--- src/rtl/irq_pkg.sv ---
package irq_pkg;
  typedef enum logic [1:0] {
    VEC_EXT    = 2'd0,
    VEC_TMR0   = 2'd1,
    VEC_TCLK   = 2'd2,
    VEC_PERIPH = 2'd3
  } irq_vec_e;

  localparam int CORE_SRCS   = 3;
  localparam int DATA_W      = 8;
  localparam int REG_CFLAG   = 0;
  localparam int REG_CEN     = 1;
  localparam int REG_GLOBAL  = 2;
  localparam int REG_PF_BASE = 3;
endpackage

--- src/rtl/irq_bitreg.sv ---
module irq_bitreg #(
  parameter int W  = 8,
  parameter int NB = (W + 7) / 8
) (
  input  logic          clk,
  input  logic          rst_n,
  input  logic [W-1:0]  hw_set,
  input  logic [W-1:0]  hw_clr,
  input  logic [NB-1:0] wr_byte,
  input  logic [W-1:0]  wr_data,
  output logic [W-1:0]  q
);
  // per bit: hardware set > hardware clear > software write > hold
  for (genvar i = 0; i < W; i++) begin : g_bit
    always_ff @(posedge clk or negedge rst_n) begin
      if (!rst_n)
        q[i] <= 1'b0;
      else if (hw_set[i])
        q[i] <= 1'b1;
      else if (hw_clr[i])
        q[i] <= 1'b0;
      else if (wr_byte[i/8])
        q[i] <= wr_data[i];
    end
  end
endmodule

--- src/rtl/irq_vec_sel.sv ---
module irq_vec_sel
  import irq_pkg::*;
(
  input  logic [CORE_SRCS-1:0] core_pend,
  input  logic                 grp_pend,
  output logic                 any_pend,
  output irq_vec_e             vec
);
  always_comb begin
    any_pend = (|core_pend) | grp_pend;
    if (core_pend[0])      vec = VEC_EXT;
    else if (core_pend[1]) vec = VEC_TMR0;
    else if (core_pend[2]) vec = VEC_TCLK;
    else                   vec = VEC_PERIPH;
  end
endmodule

--- src/rtl/irq_regmap.sv ---
module irq_regmap
  import irq_pkg::*;
#(
  parameter int NP   = 15,
  parameter int PB   = (NP + 7) / 8,
  parameter int NREG = REG_PF_BASE + 2 * PB,
  parameter int AW   = $clog2(NREG)
) (
  input  logic                 reg_we,
  input  logic [AW-1:0]        reg_addr,
  input  logic [CORE_SRCS-1:0] cflag,
  input  logic [CORE_SRCS:0]   cen,
  input  logic                 gdis,
  input  logic                 grp_flag,
  input  logic [NP-1:0]        pflag,
  input  logic [NP-1:0]        pen,
  output logic                 wr_cflag,
  output logic                 wr_cen,
  output logic                 wr_glob,
  output logic [PB-1:0]        wr_pflag,
  output logic [PB-1:0]        wr_pen,
  output logic [DATA_W-1:0]    rdata
);
  logic [PB*8-1:0]     pf_pad, pe_pad;
  logic [DATA_W-1:0]   regs [NREG];

  always_comb begin
    wr_cflag = reg_we && (reg_addr == AW'(REG_CFLAG));
    wr_cen   = reg_we && (reg_addr == AW'(REG_CEN));
    wr_glob  = reg_we && (reg_addr == AW'(REG_GLOBAL));
    for (int p = 0; p < PB; p++) begin
      wr_pflag[p] = reg_we && (reg_addr == AW'(REG_PF_BASE + p));
      wr_pen[p]   = reg_we && (reg_addr == AW'(REG_PF_BASE + PB + p));
    end
  end

  always_comb begin
    pf_pad = '0;
    pe_pad = '0;
    pf_pad[NP-1:0] = pflag;
    pe_pad[NP-1:0] = pen;
    regs[REG_CFLAG]  = {{(DATA_W-CORE_SRCS-1){1'b0}}, grp_flag, cflag};
    regs[REG_CEN]    = {{(DATA_W-CORE_SRCS-1){1'b0}}, cen};
    regs[REG_GLOBAL] = {{(DATA_W-1){1'b0}}, gdis};
    for (int p = 0; p < PB; p++) begin
      regs[REG_PF_BASE + p]      = pf_pad[p*8 +: 8];
      regs[REG_PF_BASE + PB + p] = pe_pad[p*8 +: 8];
    end
    rdata = '0;
    for (int k = 0; k < NREG; k++)
      if (reg_addr == AW'(k)) rdata = regs[k];
  end
endmodule

--- src/rtl/irq_vector_ctrl.sv ---
module irq_vector_ctrl
  import irq_pkg::*;
#(
  parameter int NUM_PERIPH = 15,
  parameter int PB   = (NUM_PERIPH + 7) / 8,
  parameter int NREG = REG_PF_BASE + 2 * PB,
  parameter int AW   = $clog2(NREG)
) (
  input  logic                  clk,
  input  logic                  rst_n,
  input  logic [CORE_SRCS-1:0]  core_evt,
  input  logic [NUM_PERIPH-1:0] periph_evt,
  input  logic                  sleep_mode,
  input  logic                  irq_ack,
  input  logic                  irq_retfie,
  input  logic                  reg_we,
  input  logic [AW-1:0]         reg_addr,
  input  logic [DATA_W-1:0]     reg_wdata,
  output logic [DATA_W-1:0]     reg_rdata,
  output logic                  irq_req,
  output logic [1:0]            irq_vec,
  output logic                  wake
);
  logic [CORE_SRCS-1:0]  cflag, core_clr, core_pend;
  logic [CORE_SRCS:0]    cen;
  logic [NUM_PERIPH-1:0] pflag, pen, pdata;
  logic                  gdis, grp_flag, grp_pend, any_pend, take;
  logic                  wr_cflag, wr_cen, wr_glob;
  logic [PB-1:0]         wr_pflag, wr_pen;
  irq_vec_e              vec;

  for (genvar i = 0; i < NUM_PERIPH; i++) begin : g_pdata
    assign pdata[i] = reg_wdata[i % 8];
  end

  irq_regmap #(.NP(NUM_PERIPH)) u_regmap (
    .reg_we(reg_we), .reg_addr(reg_addr), .cflag(cflag), .cen(cen),
    .gdis(gdis), .grp_flag(grp_flag), .pflag(pflag), .pen(pen),
    .wr_cflag(wr_cflag), .wr_cen(wr_cen), .wr_glob(wr_glob),
    .wr_pflag(wr_pflag), .wr_pen(wr_pen), .rdata(reg_rdata)
  );

  irq_bitreg #(.W(CORE_SRCS)) u_cflag (
    .clk(clk), .rst_n(rst_n), .hw_set(core_evt), .hw_clr(core_clr),
    .wr_byte(wr_cflag), .wr_data(reg_wdata[CORE_SRCS-1:0]), .q(cflag)
  );

  irq_bitreg #(.W(CORE_SRCS+1)) u_cen (
    .clk(clk), .rst_n(rst_n), .hw_set('0), .hw_clr('0),
    .wr_byte(wr_cen), .wr_data(reg_wdata[CORE_SRCS:0]), .q(cen)
  );

  irq_bitreg #(.W(NUM_PERIPH)) u_pflag (
    .clk(clk), .rst_n(rst_n), .hw_set(periph_evt), .hw_clr('0),
    .wr_byte(wr_pflag), .wr_data(pdata), .q(pflag)
  );

  irq_bitreg #(.W(NUM_PERIPH)) u_pen (
    .clk(clk), .rst_n(rst_n), .hw_set('0), .hw_clr('0),
    .wr_byte(wr_pen), .wr_data(pdata), .q(pen)
  );

  assign grp_flag  = |(pflag & pen);
  assign grp_pend  = grp_flag & cen[CORE_SRCS];
  assign core_pend = cflag & cen[CORE_SRCS-1:0];

  irq_vec_sel u_sel (
    .core_pend(core_pend), .grp_pend(grp_pend),
    .any_pend(any_pend), .vec(vec)
  );

  assign irq_req = any_pend & ~gdis;
  assign irq_vec = vec;
  assign wake    = sleep_mode & any_pend;
  assign take    = irq_ack & irq_req;

  always_comb begin
    core_clr = '0;
    if (take && vec != VEC_PERIPH) core_clr[vec] = 1'b1;
  end

  // acknowledge > return > software write
  always_ff @(posedge clk or negedge rst_n) begin
    if (!rst_n)          gdis <= 1'b1;
    else if (take)       gdis <= 1'b1;
    else if (irq_retfie) gdis <= 1'b0;
    else if (wr_glob)    gdis <= reg_wdata[0];
  end
endmodule

--- config.mk ---
export PLATFORM = sky130hd
export DESIGN_NAME = irq_vector_ctrl
export DESIGN_NICKNAME = d
export VERILOG_FILES = /design/src/rtl/irq_pkg.sv /design/src/rtl/irq_bitreg.sv /design/src/rtl/irq_vec_sel.sv /design/src/rtl/irq_regmap.sv /design/src/rtl/irq_vector_ctrl.sv
export SDC_FILE = /design/constraint.sdc
export NUM_CORES = 1
export LEC_CHECK = 0
export ABC_AREA = 1
export BUFFER_PORTS_ARGS = -buffer_cell sky130_fd_sc_hd__buf_2
export CORE_MARGIN = 5
export CORE_UTILIZATION = 47
export DETAILED_ROUTE_END_ITERATION = 12
export HOLD_SLACK_MARGIN = 0.02
export PLACE_DENSITY_LB_ADDON = 0.08
export SLEW_MARGIN = 20
export SYNTH_ARGS = -nofsm -noshare
export SYNTH_HDL_FRONTEND = slang
export SYNTH_SLANG_ARGS = --single-unit
--- constraint.sdc ---
create_clock -name clk -period 1.43 [get_ports clk]
set_input_delay 0.286 -clock clk [delete_from_list [all_inputs] [get_ports clk]]
set_output_delay 0.286 -clock clk [all_outputs]
set_load 0.03 [all_outputs]
======== After elaboration in Yosys (flattened, before gate mapping) ========
Cells that the tools add are included.
W data, S select, Z words.
cells by class
  $lt $le $gt $ge ......................... 2
  bitwise operators ....................... 8
  eq/ne operators ......................... 7
  muxes and demuxes ....................... 55
  reduce and logical (&&, ||, !) cells .... 31
operators by type and width
  kind                  number
  $mux W1               44
  $mux W8               4
  $reduce_bool A2 Y1    15
  $and A15 B15 Y15      1
  $reduce_or A15 Y1     1
  $mux W4               3
  $reduce_bool A3 Y1    4
  $eq A3 B3 Y1 const B  3
  $logic_and A1 B1 Y1   9
  $eq A3 B2 Y1 const B  2
  $and A1 B1 Y1         4
  $mux W2               2
  $and A3 B3 Y3         1
  $eq A3 B1 Y1 const B  1
  $logic_not A3 Y1      1
  $lt A2 B3 Y1 const B  1
  $mux W3               1
  $reduce_or A3 Y1      1
  $demux W1 S2          1
  $ge A2 B1 Y1 const B  1
  $ne A2 B2 Y1 const B  1
  $not A1 Y1            1
  $or A1 B1 Y1          1
word-level totals
  bits in registers ....................... 38
  logic and storage cells ................. 141

======== Longest topological paths before layout ========
Gate-level depths: netlist of run 1.
  depth in word-level cells ............... 11
  depth in mapped cells ................... 8
  depth with buffers taken out ............ 8

======== Cells and area by module ========
Synthesis of run 1 repeated with hierarchy kept, for this count alone.
second synthesis, totals
  cells, all modules ...................... 484
  area total of the unflattened synthesis .. 2831.5 um2
modules (own cells, without submodules)
  module                  cells an instance  times used  area each (um2)  sequential area each (um2)
  irq_bitreg (u_pen ...)  139                2           882.1            375.4
  irq_regmap              81                 1           400.4            0.0
  irq_vector_ctrl         55                 1           239.0            26.3
  irq_bitreg (u_cen)      37                 1           229.0            100.1
  irq_bitreg (u_cflag)    28                 1           172.7            75.1
  irq_vec_sel             5                  1           26.3             0.0

======== Least setup slack after synthesis of run 1 ========
Ideal clock, no wire load.
  kind .................................... reg2reg
  start point ............................. register u_cen.q[0]
  end point ............................... register u_cflag.q[1]
  slack ................................... -0.261 ns
  stages on the path, launching flop included .. 5
  arrival time ............................ 1.573 ns
  required time ........................... 1.312 ns
  path buffers ............................ 0
  library setup time ...................... 0.118 ns
  cell sequence ........................... dfrtp_1 > nand2_1 > a21boi_0 > nand3_1 > a21o_1
on the way
  cells in the longest elaborated chain, start to end .. 9
ends and longest elaborated chain
  what                                                                       RTL line               text
  from (decl)                                                                irq_bitreg.sv:11       output logic [W-1:0] q
  from (signal, indexed assignment)                                          irq_bitreg.sv:23       q[i] <= wr_data[i];
  $and A3 B3 Y3 (*)                                                          irq_vector_ctrl.sv:65  assign core_pend = cflag & cen[CORE_SRCS-1:0];
  $mux W2 (*)                                                                irq_vec_sel.sv:11      if (core_pend[0]) vec = VEC_EXT;
  net irq_vec[0]                                                             irq_vector_ctrl.sv:21  output logic [1:0] irq_vec,
  $lt A2 B3 Y1 (implied by the code) / $ge A2 B1 Y1 (equally long branches)  irq_vector_ctrl.sv:79  if (take && vec != VEC_PERIPH) core_clr[vec] = 1'b1;
  $logic_and A1 B1 Y1 (implied by the code)                                  irq_vector_ctrl.sv:79
  $mux W1 (implied by the code)                                              irq_vector_ctrl.sv:79
  $demux W1 S2                                                               irq_vector_ctrl.sv:79
  $mux W3 (*)                                                                irq_vector_ctrl.sv:79
  $mux W1                                                                    irq_bitreg.sv:20       else if (hw_clr[i])
  $mux W1                                                                    irq_bitreg.sv:18       else if (hw_set[i])
  to (signal, indexed assignment)                                            irq_bitreg.sv:23
  to (decl)                                                                  irq_bitreg.sv:11
The timed path passes the listed nets; every way through them passes the cells marked *.
A chain may end at the register's enable or synchronous reset.

======== Final worst setup path of run 1 ========
  start point ............................. register u_pen.q[7]
  end point ............................... output reg_rdata[3]
on the way
  cells in the longest elaborated chain, start to end .. 9
ends and longest elaborated chain
  what                               RTL line               text
  from (decl)                        irq_bitreg.sv:11
  from (signal, indexed assignment)  irq_bitreg.sv:23
  $and A15 B15 Y15                   irq_vector_ctrl.sv:63  assign grp_flag = |(pflag & pen);
  $reduce_or A15 Y1                  irq_vector_ctrl.sv:63
  $mux W4 (3 in a row)               irq_regmap.sv:51       if (reg_addr == AW'(k)) rdata = regs[k];
  $mux W8 (4 in a row)               irq_regmap.sv:51
  to (decl)                          irq_vector_ctrl.sv:19  output logic [DATA_W-1:0] reg_rdata,
Every way passes these cells.

==> results of run 1 <==
[final cells by class]
cell class / count / area (um^2)
fill: 367 / 1330
multi-input combinational: 186 / 1040
sequential: 38 / 952
timing repair buffer: 92 / 674
inverter: 35 / 144
clock buffer: 5 / 68.8
tap: 52 / 65.1
clock inverter: 3 / 45.0
timing repair inverter: 1 / 5.00
[cells by family (layout without fill, tap and decap cells)]
| group | count (synthesis) | count (layout) | share of synthesized area |
|---|---|---|---|
| buffers and inverters | 39 | 136 | 0.0858 |
| muxes | 1 | 1 | 0.00725 |
| AOI/OAI and AO/OA | 75 | 75 | 0.224 |
| and+or+nand+nor | 110 | 110 | 0.223 |
| DFF | 38 | 38 | 0.460 |
[worst register-to-register path, cell delays in order, from the launching register on]
cell     delay (ns)
dfrtp_1        0.39
nand2_1        0.09
nand2_2        0.08
nor2_4         0.12
nand2_2        0.07
o21ai_2        0.20
nand2_1        0.07
nand3_1        0.07
nand2_1        0.05
[metal layers]
| metal | part of all wire | global-route usage |
|---|---|---|
| met1 | 0.46 | 0.271 |
| met3 | 0.055 | 0.0520 |
| met2 | 0.48 | 0.329 |
| met4 | 0.013 | 0.0752 |
| met5 | 0 | 0 |
[final timing paths]
path                            cells after the start   startpoint      endpoint  slack [ns]
worst max-delay path                                9   u_pen.q[7]  reg_rdata[3]       -0.42
worst max register to register                      8   u_pen.q[7]          gdis        0.24
max in group asynchronous                           3        rst_n          gdis        0.70
worst min register to register                      2   u_cen.q[2]    u_cen.q[2]        0.55
worst min-delay path                                2  core_evt[1]  u_cflag.q[1]        0.17
min in group asynchronous                           3        rst_n    u_pen.q[6]        0.47
[sequential cells by signal, summed over array words and instances (netlist names)]
signal and cells:
u_pen.q 15, u_pflag.q 15, u_cen.q 4, u_cflag.q 3, gdis 1
[stage by stage]
| step | setup slack (ns) | cell area, um^2 | TNS, ns | hold WS, ns | total power [mW] |
|---|---|---|---|---|---|
| final | -0.419 | 3000 | -1.81 | 0.166 | 3.39 |
| after global routing | -0.499 | 3000 | -2.34 | 0.158 | 3.57 |
| after CTS | -0.383 | 2810 | -2.32 | 0.160 | 3.31 |
| after detailed placement | -0.207 | 2620 | -2.99 | 0.270 | 2.26 |
| after global placement | -0.189 | 2620 | -2.46 | 0.273 | 2.24 |
| after floorplan | -0.0406 | 2080 | -0.0768 | -0.00959 | 1.85 |
[timing repair]
| item | in CTS | in global routing |
|---|---|---|
| cloned | 0 | 1 |
| hold buffers | 1 | 0 |
| buffers inserted | 2 | 7 |
| hold endpoints to repair | 37 | 0 |
| setup endpoints to repair | 12 | 13 |
| gates resized for setup | 25 | 48 |
| pin swaps | 5 | 12 |
[power groups by stage]
stage	clock [mW]	combinational, mW	sequential [mW]
6_report	0.940	1.15	1.29
5_1_grt	0.993	1.26	1.31
4_1_cts	0.951	1.06	1.29
3_5_place_dp	0	0.955	1.31
3_3_place_gp	0	0.942	1.30
2_1_floorplan	0	0.543	1.31
[synth_stat cells]
| master | n | area share |
|---|---|---|
| o21ai_0 | 27 | 0.065 |
| inv_1 | 30 | 0.054 |
| nand3_2 | 1 | 0.0048 |
| dfstp_2 | 1 | 0.013 |
| buf_6 | 4 | 0.022 |
| mux2_4 | 1 | 0.0073 |
| a211o_1 | 1 | 0.0042 |
| a21oi_1 | 20 | 0.048 |
| a21boi_0 | 2 | 0.0073 |
| o22ai_1 | 3 | 0.0091 |
| o21bai_1 | 1 | 0.0036 |
| o2111ai_1 | 2 | 0.0085 |
| nor2_2 | 3 | 0.0091 |
| nand3_1 | 8 | 0.019 |
| nand2_2 | 1 | 0.0030 |
| o21ai_2 | 14 | 0.059 |
| nand2_1 | 85 | 0.15 |
| dfrtp_1 | 37 | 0.45 |
| nor2_1 | 9 | 0.016 |
| nor2_4 | 1 | 0.0054 |
| nand2_4 | 2 | 0.011 |
| inv_2 | 4 | 0.0073 |
| clkinv_2 | 1 | 0.0024 |
| a21o_1 | 2 | 0.0073 |
| o211ai_1 | 3 | 0.011 |
==> results.txt, run 1 <==
Worst-case setup margin in the final layout - -0.419 ns
GRT Total Usage - 0.207
Max Slew Vio Count - 0
Crit path DAT - 1.56 ns
Cell chain of the critical path - nand2_1, nand2_2, nor2_4, nand2_2, o21ai_1, nand3_1, nand2_1, nand3_2, buf_6
Fraction of power spent switching nets - 0.330
DRC marker count from the first detailed-route iteration - 110
Count of placed standard cells in the final layout, fillers left out - 412
Count of buffers from port buffering - 46
Unrepaired setup endpoints after global routing - yes
Placed instance count - 394
Worst vdd rail ir drop - 0.674 mV
Largest net degree at the start of global routing - 39
Number of buffer and inverter instances along the worst setup path - 1
Kind of critical path - register to primary output
IO Pins - 47
Reported leakage power - 1.58 nW
Post-synthesis sequential area ratio - 0.460
WL per Instance - 14.5 um
Height of the die - 76.4 um
# diodes - 0
DIE WIDTH - 76.4 um
Number of nets still failing antenna checks after routing - 0
Yosys warns - 0
Die footprint - 5830 um^2
Internal power component - 2.27 mW
Total gr overflow - 0
Root buffer cell - clkbuf_8
Latest clock arrival within the worst-skew pair - 0.30 ns
Tightest Pin Transition - 0.227 ns
Setup Viol. Count Final - 10
Final Wtd Congestion - 0.789
Detailed-placement wirelength estimate - 4.16 mm
Cells after Synth - 263
FMAX - 541 MHz
Clock transition time at the flip-flop clock pins of the worst setup and hold paths - 0.08 ns
Final Net Count - 394
Final design utilization - 0.693
Netlist cell types - 25
Worst slew margin relative to its limit - 0.849
Inserted Clock Buffers - 5
Run status - finished, violations left
Combinational power share - 0.340
Area grow syn2layout - 44.7%
Initial core utilization - 0.479
Clock buffer depth - 2
Global-route wire length before repair - 9.54 mm
Final worst-path cycle share - 1.29
TritonCTS clock tree - built
Fraction of layout cells with a size suffix above 1 - 0.436
Commonest cells after routing, fill and taps aside - nand2_1, buf_4, dfrtp_1, buf_2, o21ai_0
Proportion of power drawn by the clock network - 0.278
Number of DRC violations after detailed routing - 0
Final Hold Viols - 0
Final min period - 1.85 ns
HP Class - primary input to register
Via-to-Cell Ratio - 4.99
Number of optimization iterations in the first detailed-route pass - 5
Highest fanout seen on the critical path - 2
Count of max-cap constraint violations - 0
Antenna violations before repair - 0
Crit-path leading delay family - simple AND/OR/NAND/NOR gates
Number of nets in the synthesized netlist - 298
Category of the worst setup path launch point - register
Most common cell after layout, fill and taps aside - nand2_1
Pwr per Cell Area - 1130 nW/um^2
CTS Sinks - 38
Critical Path RT - 1.14 ns
Part of the power in registers - 0.382
Violated checks - setup timing
Syn Std Cell Area - 2070 um^2
Avg Cell Area, Syn - 7.87 um^2
Via count - 2057
Core Region - 4320 um^2
Biggest cell delay along the critical path - 0.39 ns
Number of levels in the clock H-tree - 2
Yosys reg bits - 38
Vias in the first global route - 1969
Layout Skew - 0.00600 ns
Cell with the largest stage delay on the worst path - dfrtp_1
Critical path capture point type - primary output
Psw - 1.12 mW
Final wirelength - 5.97 mm
Number of placement rows - 24
No activity file was read; power rests on OpenSTA's default activity.
==> inputs of run 2 (changes only) <==
- BUFFER_PORTS_ARGS: -buffer_cell sky130_fd_sc_hd__buf_2 -> unset
- CAP_MARGIN: unset -> 20
- DONT_BUFFER_PORTS: unset -> 1
==> run 2 against run 1 <==
  * The run still ends with setup timing left
  * Fmax down 2.6%
  * Global-route usage is 1.1 points lower
  * Setup slack worse by 0.049 ns
  * Largest power group unchanged
  * Via count down 8.5%
==> results.txt, run 2 (synthesis gave the netlist of run 1 again) <==
Run status - finished, violations left
Violated checks - setup timing
FMAX - 527 MHz (-2.6%)
GRT Total Usage - 0.195 (-0.0112)
Startpoint of the worst-slack reg-to-reg timing path - u_pen.q[4]
Vias in the first global route - 1797 (-8.7%)
Worst vdd rail ir drop - 0.565 mV (-16%)
Die footprint - 5830 um^2 (unchanged)
Count of max-cap constraint violations - 0 (unchanged)
IO Pins - 47 (unchanged)
Root buffer cell - clkbuf_8
DIE WIDTH - 76.4 um (unchanged)
Number of DRC violations after detailed routing - 0 (unchanged)
Global-route wire length before repair - 8.91 mm (-6.5%)
Area grow syn2layout - 31.4%
Hold Path Cell Cnt - 2 (unchanged)
Number of levels in the clock H-tree - 2 (unchanged)
Category of the worst setup path launch point - register
Clock transition time at the flip-flop clock pins of the worst setup and hold paths - 0.07 ns (about the same)
Height of the die - 76.4 um (unchanged)
Cell chain of the critical path - nand2_1, nand2_1, nor2_2, nand2_2, buf_4, o21ai_2, a21oi_1, buf_4
Beginning of the critical path - u_pen.q[4]
Worst-case setup margin in the final layout - -0.468 ns (-0.0489 ns)
Crit-path leading delay family - flip-flops
Number of placement rows - 24 (unchanged)
Final wirelength - 5.51 mm (-7.8%)
Crit path DAT - 1.61 ns (+0.05 ns)
Fraction of layout cells with a size suffix above 1 - 0.338 (-0.0986)
Placement-stage cell area - 2480 um^2 (-5.2%)
Reported leakage power - 1.39 nW (-12%)
Largest net degree at the start of global routing - 39 (unchanged)
Post-placement setup slack - -0.188 ns (+0.0196 ns)
Cell area after layout - 2720 um^2 (-9.2%)
# diodes - 0 (unchanged)
TritonCTS clock tree - built
Unrepaired setup endpoints after global routing - yes
Number of buffer and inverter instances along the worst setup path - 2 (+1)
DRC marker count from the first detailed-route iteration - 105 (-4.5%)
Commonest cells after routing, fill and taps aside - nand2_1, buf_4, dfrtp_1, o21ai_0, inv_1
Final design utilization - 0.629 (-0.0637)
Critical path capture point type - primary output
Final Hold Viols - 0 (unchanged)
HP Class - primary input to register
Worst slew margin relative to its limit - 0.838 (-0.0110)
Clock buffer depth - 2 (unchanged)
Count of placed standard cells in the final layout, fillers left out - 369 (-10%)
Setup Viol. Count Final - 9 (-1)
Latest clock arrival within the worst-skew pair - 0.29 ns (about the same)
Number of optimization iterations in the first detailed-route pass - 4 (-1)
CTS Sinks - 38 (unchanged)
Core Region - 4320 um^2 (unchanged)
Pwr per Cell Area - 1130 nW/um^2 (+0.20%)
Tightest Pin Transition - 0.243 ns (+0.0165 ns)
Biggest registers after layout - u_pen.q (15), u_pflag.q (15), u_cen.q (4)
Reg-to-Reg End - gdis
R2R setup slack - 0.11 ns (-0.13 ns)
Kind of critical path - register to primary output
Antenna violations before repair - 0 (unchanged)
Inserted Clock Buffers - 5 (unchanged)
Logic depth of the worst register-to-register path - 9 (+1)
Via count - 1883 (-8.5%)
Biggest cell delay along the critical path - 0.40 ns (about the same)
Final Wtd Congestion - 0.795 (+0.79%)
Count of buffers from port buffering - 0 (-100%)
Via-to-Cell Ratio - 5.10 (+2.2%)
Critical Path RT - 1.14 ns (about the same)
Total gr overflow - 0 (unchanged)
Cell with the largest stage delay on the worst path - dfrtp_1
Highest fanout seen on the critical path - 3 (+1)
Logic depth of the worst path, buffers included - 8 (-1)
WL per Instance - 14.9 um (+3.0%)
Final min period - 1.90 ns (+0.0489 ns)
Layout Skew - 0.00361 ns (-0.00239 ns)
Critical path endpoint - irq_req
Max Slew Vio Count - 0 (unchanged)
Placed instance count - 354 (-10%)
Overall power - 3.08 mW (-9.0%)
Final worst-path cycle share - 1.33 (+0.0342)
Detailed-placement wirelength estimate - 4.08 mm (-2.0%)
Final Net Count - 351 (-11%)
Most common cell after layout, fill and taps aside - nand2_1
Initial core utilization - 0.479 (unchanged)
Number of nets still failing antenna checks after routing - 0 (unchanged)
-- run 2: cell types whose count changed in the layout (fill, tap and decap cells not counted), sizes merged --
cell	delta
buf	-42
clkbuf	+3
clkinv	-2
bufinv	-1
clkinvlp	-1
-- run 2: worst register-to-register path, delay by kind of cell (launching register included) --
kind	cells	cell delay, ns
AOI/OAI and AO/OA	1	0.19
DFF	1	0.40
and+or+nand+nor	7	0.54
buffers and inverters	1	0.14
-- run 2: cell type report --
type	instances	area, um^2
inverter	35	136
fill	415	1600
sequential	38	952
timing repair buffer	50	472
clock buffer	8	80.1
multi-input combinational	186	1010
tap	52	65.1
-- run 2: report_power, final --
group | internal, mW | switching (mW)
sequential | 1.21 | 0.0844
combinational | 0.515 | 0.574
clock | 0.346 | 0.350
total | 2.07 | 1.01
-- run 2: what timing repair did --
item                       in CTS  in global routing
hold endpoints to repair       38                  0
gates cloned                    0                  0
pin swaps                      10                 13
resized for setup              13                 20
hold buffers                    2                  0
setup buffers                   1                  5
setup endpoints to repair      11                 12
-- run 2: worst min-delay path by stage --
| stage | startpoint | to | slack, ns |
|---|---|---|---|
| 2_1_floorplan | rst_n | u_cen.q[0] | -0.01 |
| 3_3_place_gp | rst_n | u_pen.q[7] | -0.008 |
| 3_5_place_dp | rst_n | u_pflag.q[7] | -0.008 |
| 4_1_cts | periph_evt[9] | u_pflag.q[9] | 0.08 |
| 5_1_grt | periph_evt[9] | u_pflag.q[9] | 0.07 |
| 6_report | periph_evt[9] | u_pflag.q[9] | 0.09 |
-- run 2: layer usage --
| metal | GRT usage | share of wire | vias up | wire length [um] |
|---|---|---|---|---|
| met5 | 0 | 0 | - | 0 |
| met4 | 0.0577 | 0.013 | 0 | 69 |
| met3 | 0.0520 | 0.057 | 7 | 313 |
| met2 | 0.301 | 0.47 | 50 | 2580 |
| met1 | 0.269 | 0.46 | 856 | 2550 |
| li1 | - | - | 970 | - |
-- run 2: per-stage QoR --
stage	TNS, ns	hold WS, ns
CTS	-1.87	0.0770
global route	-2.91	0.0676
finish	-1.98	0.0880
global placement	-0.722	-0.00821
detailed placement	-0.740	-0.00819
floorplan	-0.0768	-0.00959
==> inputs of run 3 (changes only) <==
- RECOVER_POWER: unset -> 25
==> run 3 against run 2 <==
  * The run still ends with setup timing left
  * Highest routed layer unchanged
  * Critical path depth is the same
  * Largest power group unchanged
  * Wire length is essentially flat
  * Setup slack gained 0.0035 ns
  * Clock skew is essentially flat
  * Combinational power is essentially flat
  * Sequential power is essentially flat
  * First-iteration DRC count grew 0.95%
  * Total power shrank 0.19%
  * Clock power is essentially flat
  * Sequential cell count is the same
==> results.txt, run 3 (synthesis gave the netlist of run 1 again) <==
Run status - finished, violations left
Violated checks - setup timing
DIE WIDTH - 76.4 um (unchanged)
Latest clock arrival within the worst-skew pair - 0.29 ns (about the same)
Worst-case setup margin in the final layout - -0.465 ns (+0.00348 ns)
Highest fanout seen on the critical path - 3 (unchanged)
# diodes - 0 (unchanged)
Max Slew Vio Count - 0 (unchanged)
Die footprint - 5830 um^2 (unchanged)
Final wirelength - 5.50 mm (about the same)
Worst vdd rail ir drop - 0.564 mV (-0.27%)
Largest net degree at the start of global routing - 39 (unchanged)
Category of the worst setup path launch point - register
Count of buffers from port buffering - 0 (unchanged)
Reported leakage power - 1.39 nW (-0.39%)
DRC marker count from the first detailed-route iteration - 106 (+0.95%)
IO Pins - 47 (unchanged)
Tightest Pin Transition - 0.852 ns (+0.609 ns)
Final Hold Viols - 0 (unchanged)
Pwr per Cell Area - 1140 nW/um^2 (+0.37%)
HP Class - primary input to register
Number of nets still failing antenna checks after routing - 0 (unchanged)
Root buffer cell - clkbuf_8
Count of max-cap constraint violations - 0 (unchanged)
Area grow syn2layout - 30.7%
Unrepaired setup endpoints after global routing - yes
Placed instance count - 354 (unchanged)
Vias in the first global route - 1797 (unchanged)
Clock transition time at the flip-flop clock pins of the worst setup and hold paths - 0.07 ns (about the same)
Final min period - 1.89 ns (-0.00348 ns)
TritonCTS clock tree - built
Number of levels in the clock H-tree - 2 (unchanged)
FMAX - 528 MHz (+0.18%)
Most common cell after layout, fill and taps aside - nand2_1
Crit path DAT - 1.61 ns (about the same)
Via-to-Cell Ratio - 5.10 (-0.11%)
Critical path capture point type - primary output
Core Region - 4320 um^2 (unchanged)
WL per Instance - 14.9 um (about the same)
Final worst-path cycle share - 1.32 (-0.00243)
Number of placement rows - 24 (unchanged)
Height of the die - 76.4 um (unchanged)
Global-route wire length before repair - 8.91 mm (unchanged)
CTS Sinks - 38 (unchanged)
Kind of critical path - register to primary output
Initial core utilization - 0.479 (unchanged)
Commonest cells after routing, fill and taps aside - nand2_1, buf_4, dfrtp_1, o21ai_0, inv_1
Biggest registers after layout - u_pen.q (15), u_pflag.q (15), u_cen.q (4)
Inserted Clock Buffers - 5 (unchanged)
GRT Total Usage - 0.195 (unchanged)
Number of optimization iterations in the first detailed-route pass - 5 (+1)
Setup Viol. Count Final - 9 (unchanged)
Worst Hold Margin - 0.0881 ns (+0.000126 ns)
Worst slew margin relative to its limit - 0.432 (-0.405)
Final design utilization - 0.626 (-0.00347)
Total gr overflow - 0 (unchanged)
Clock buffer depth - 2 (unchanged)
Detailed-placement wirelength estimate - 4.08 mm (unchanged)
Number of DRC violations after detailed routing - 0 (unchanged)
Post-placement setup slack - -0.188 ns (unchanged)
Layout Skew - 0.00354 ns (-0.0000694 ns)
Fillers - 417 (+0.48%)
Count of placed standard cells in the final layout, fillers left out - 369 (unchanged)
Critical Path RT - 1.14 ns (about the same)
Final Wtd Congestion - 0.795 (unchanged)
Fraction of layout cells with a size suffix above 1 - 0.338 (unchanged)
Via count - 1881 (-0.11%)
Final Net Count - 351 (unchanged)
Antenna violations before repair - 0 (unchanged)
[run 3: power breakdown]
| group | leakage (nW) | total (mW) | internal [mW] | switching, mW |
|---|---|---|---|---|
| sequential | 0.413 | 1.30 | 1.21 | 0.0844 |
| combinational | 0.935 | 1.08 | 0.510 | 0.573 |
| clock | 0.0395 | 0.696 | 0.346 | 0.350 |
| total | 1.39 | 3.08 | 2.07 | 1.01 |
[run 3: path summary, 6_finish.rpt]
kind                               start            end  slack (ns)  cells past startpoint
max in group asynchronous          rst_n  u_pflag.q[13]        0.24                      2
min                        periph_evt[9]   u_pflag.q[9]        0.09                      2
min reg2reg                   u_cen.q[0]     u_cen.q[0]        0.54                      2
max                           u_pen.q[4]        irq_req       -0.46                      8
min in group asynchronous          rst_n   u_pflag.q[7]        0.64                      2
max reg2reg                   u_pen.q[4]           gdis        0.11                      9
[run 3: layer usage]
layer  track usage  vias up  share of wire
li1              -      968              -
met1         0.269      864           0.48
met2         0.301       42           0.46
met3        0.0520        7          0.048
met4        0.0577        0          0.013
met5             0        -              0
[run 3: critical path: stages, from the launching register on]
cell and delay (ns):
dfrtp_1 0.40, nand2_1 0.09, nand2_1 0.07, nor2_2 0.10
nand2_2 0.07, buf_4 0.14, o21ai_2 0.18, a21oi_1 0.10
buf_4 0.18
[run 3: per-stage QoR]
step           power, mW  area [um^2]  setup TNS [ns]
6_report            3.08         2710           -1.96
3_5_place_dp        2.26         2480          -0.740
5_1_grt             3.29         2710           -2.91
2_1_floorplan       1.85         2080         -0.0768
3_3_place_gp        2.24         2480          -0.722
4_1_cts             3.04         2630           -1.87
[run 3: timing repair]
action | CTS | global route
setup buffers | 1 | 5
pin swaps | 10 | 13
hold endpoints to repair | 38 | 0
setup endpoints to repair | 11 | 12
resized for setup | 13 | 20
hold buffers | 2 | 0
[run 3: layout make-up]
cell class	instances	area, um^2	share of cell area
Clock buffer	8	80.1	0.0296
Inverter	35	136	0.0504
Multi-Input combinational cell	186	1010	0.375
Sequential cell	38	952	0.352
Tap cell	52	65.1	0.0241
Timing Repair Buffer	50	457	0.169
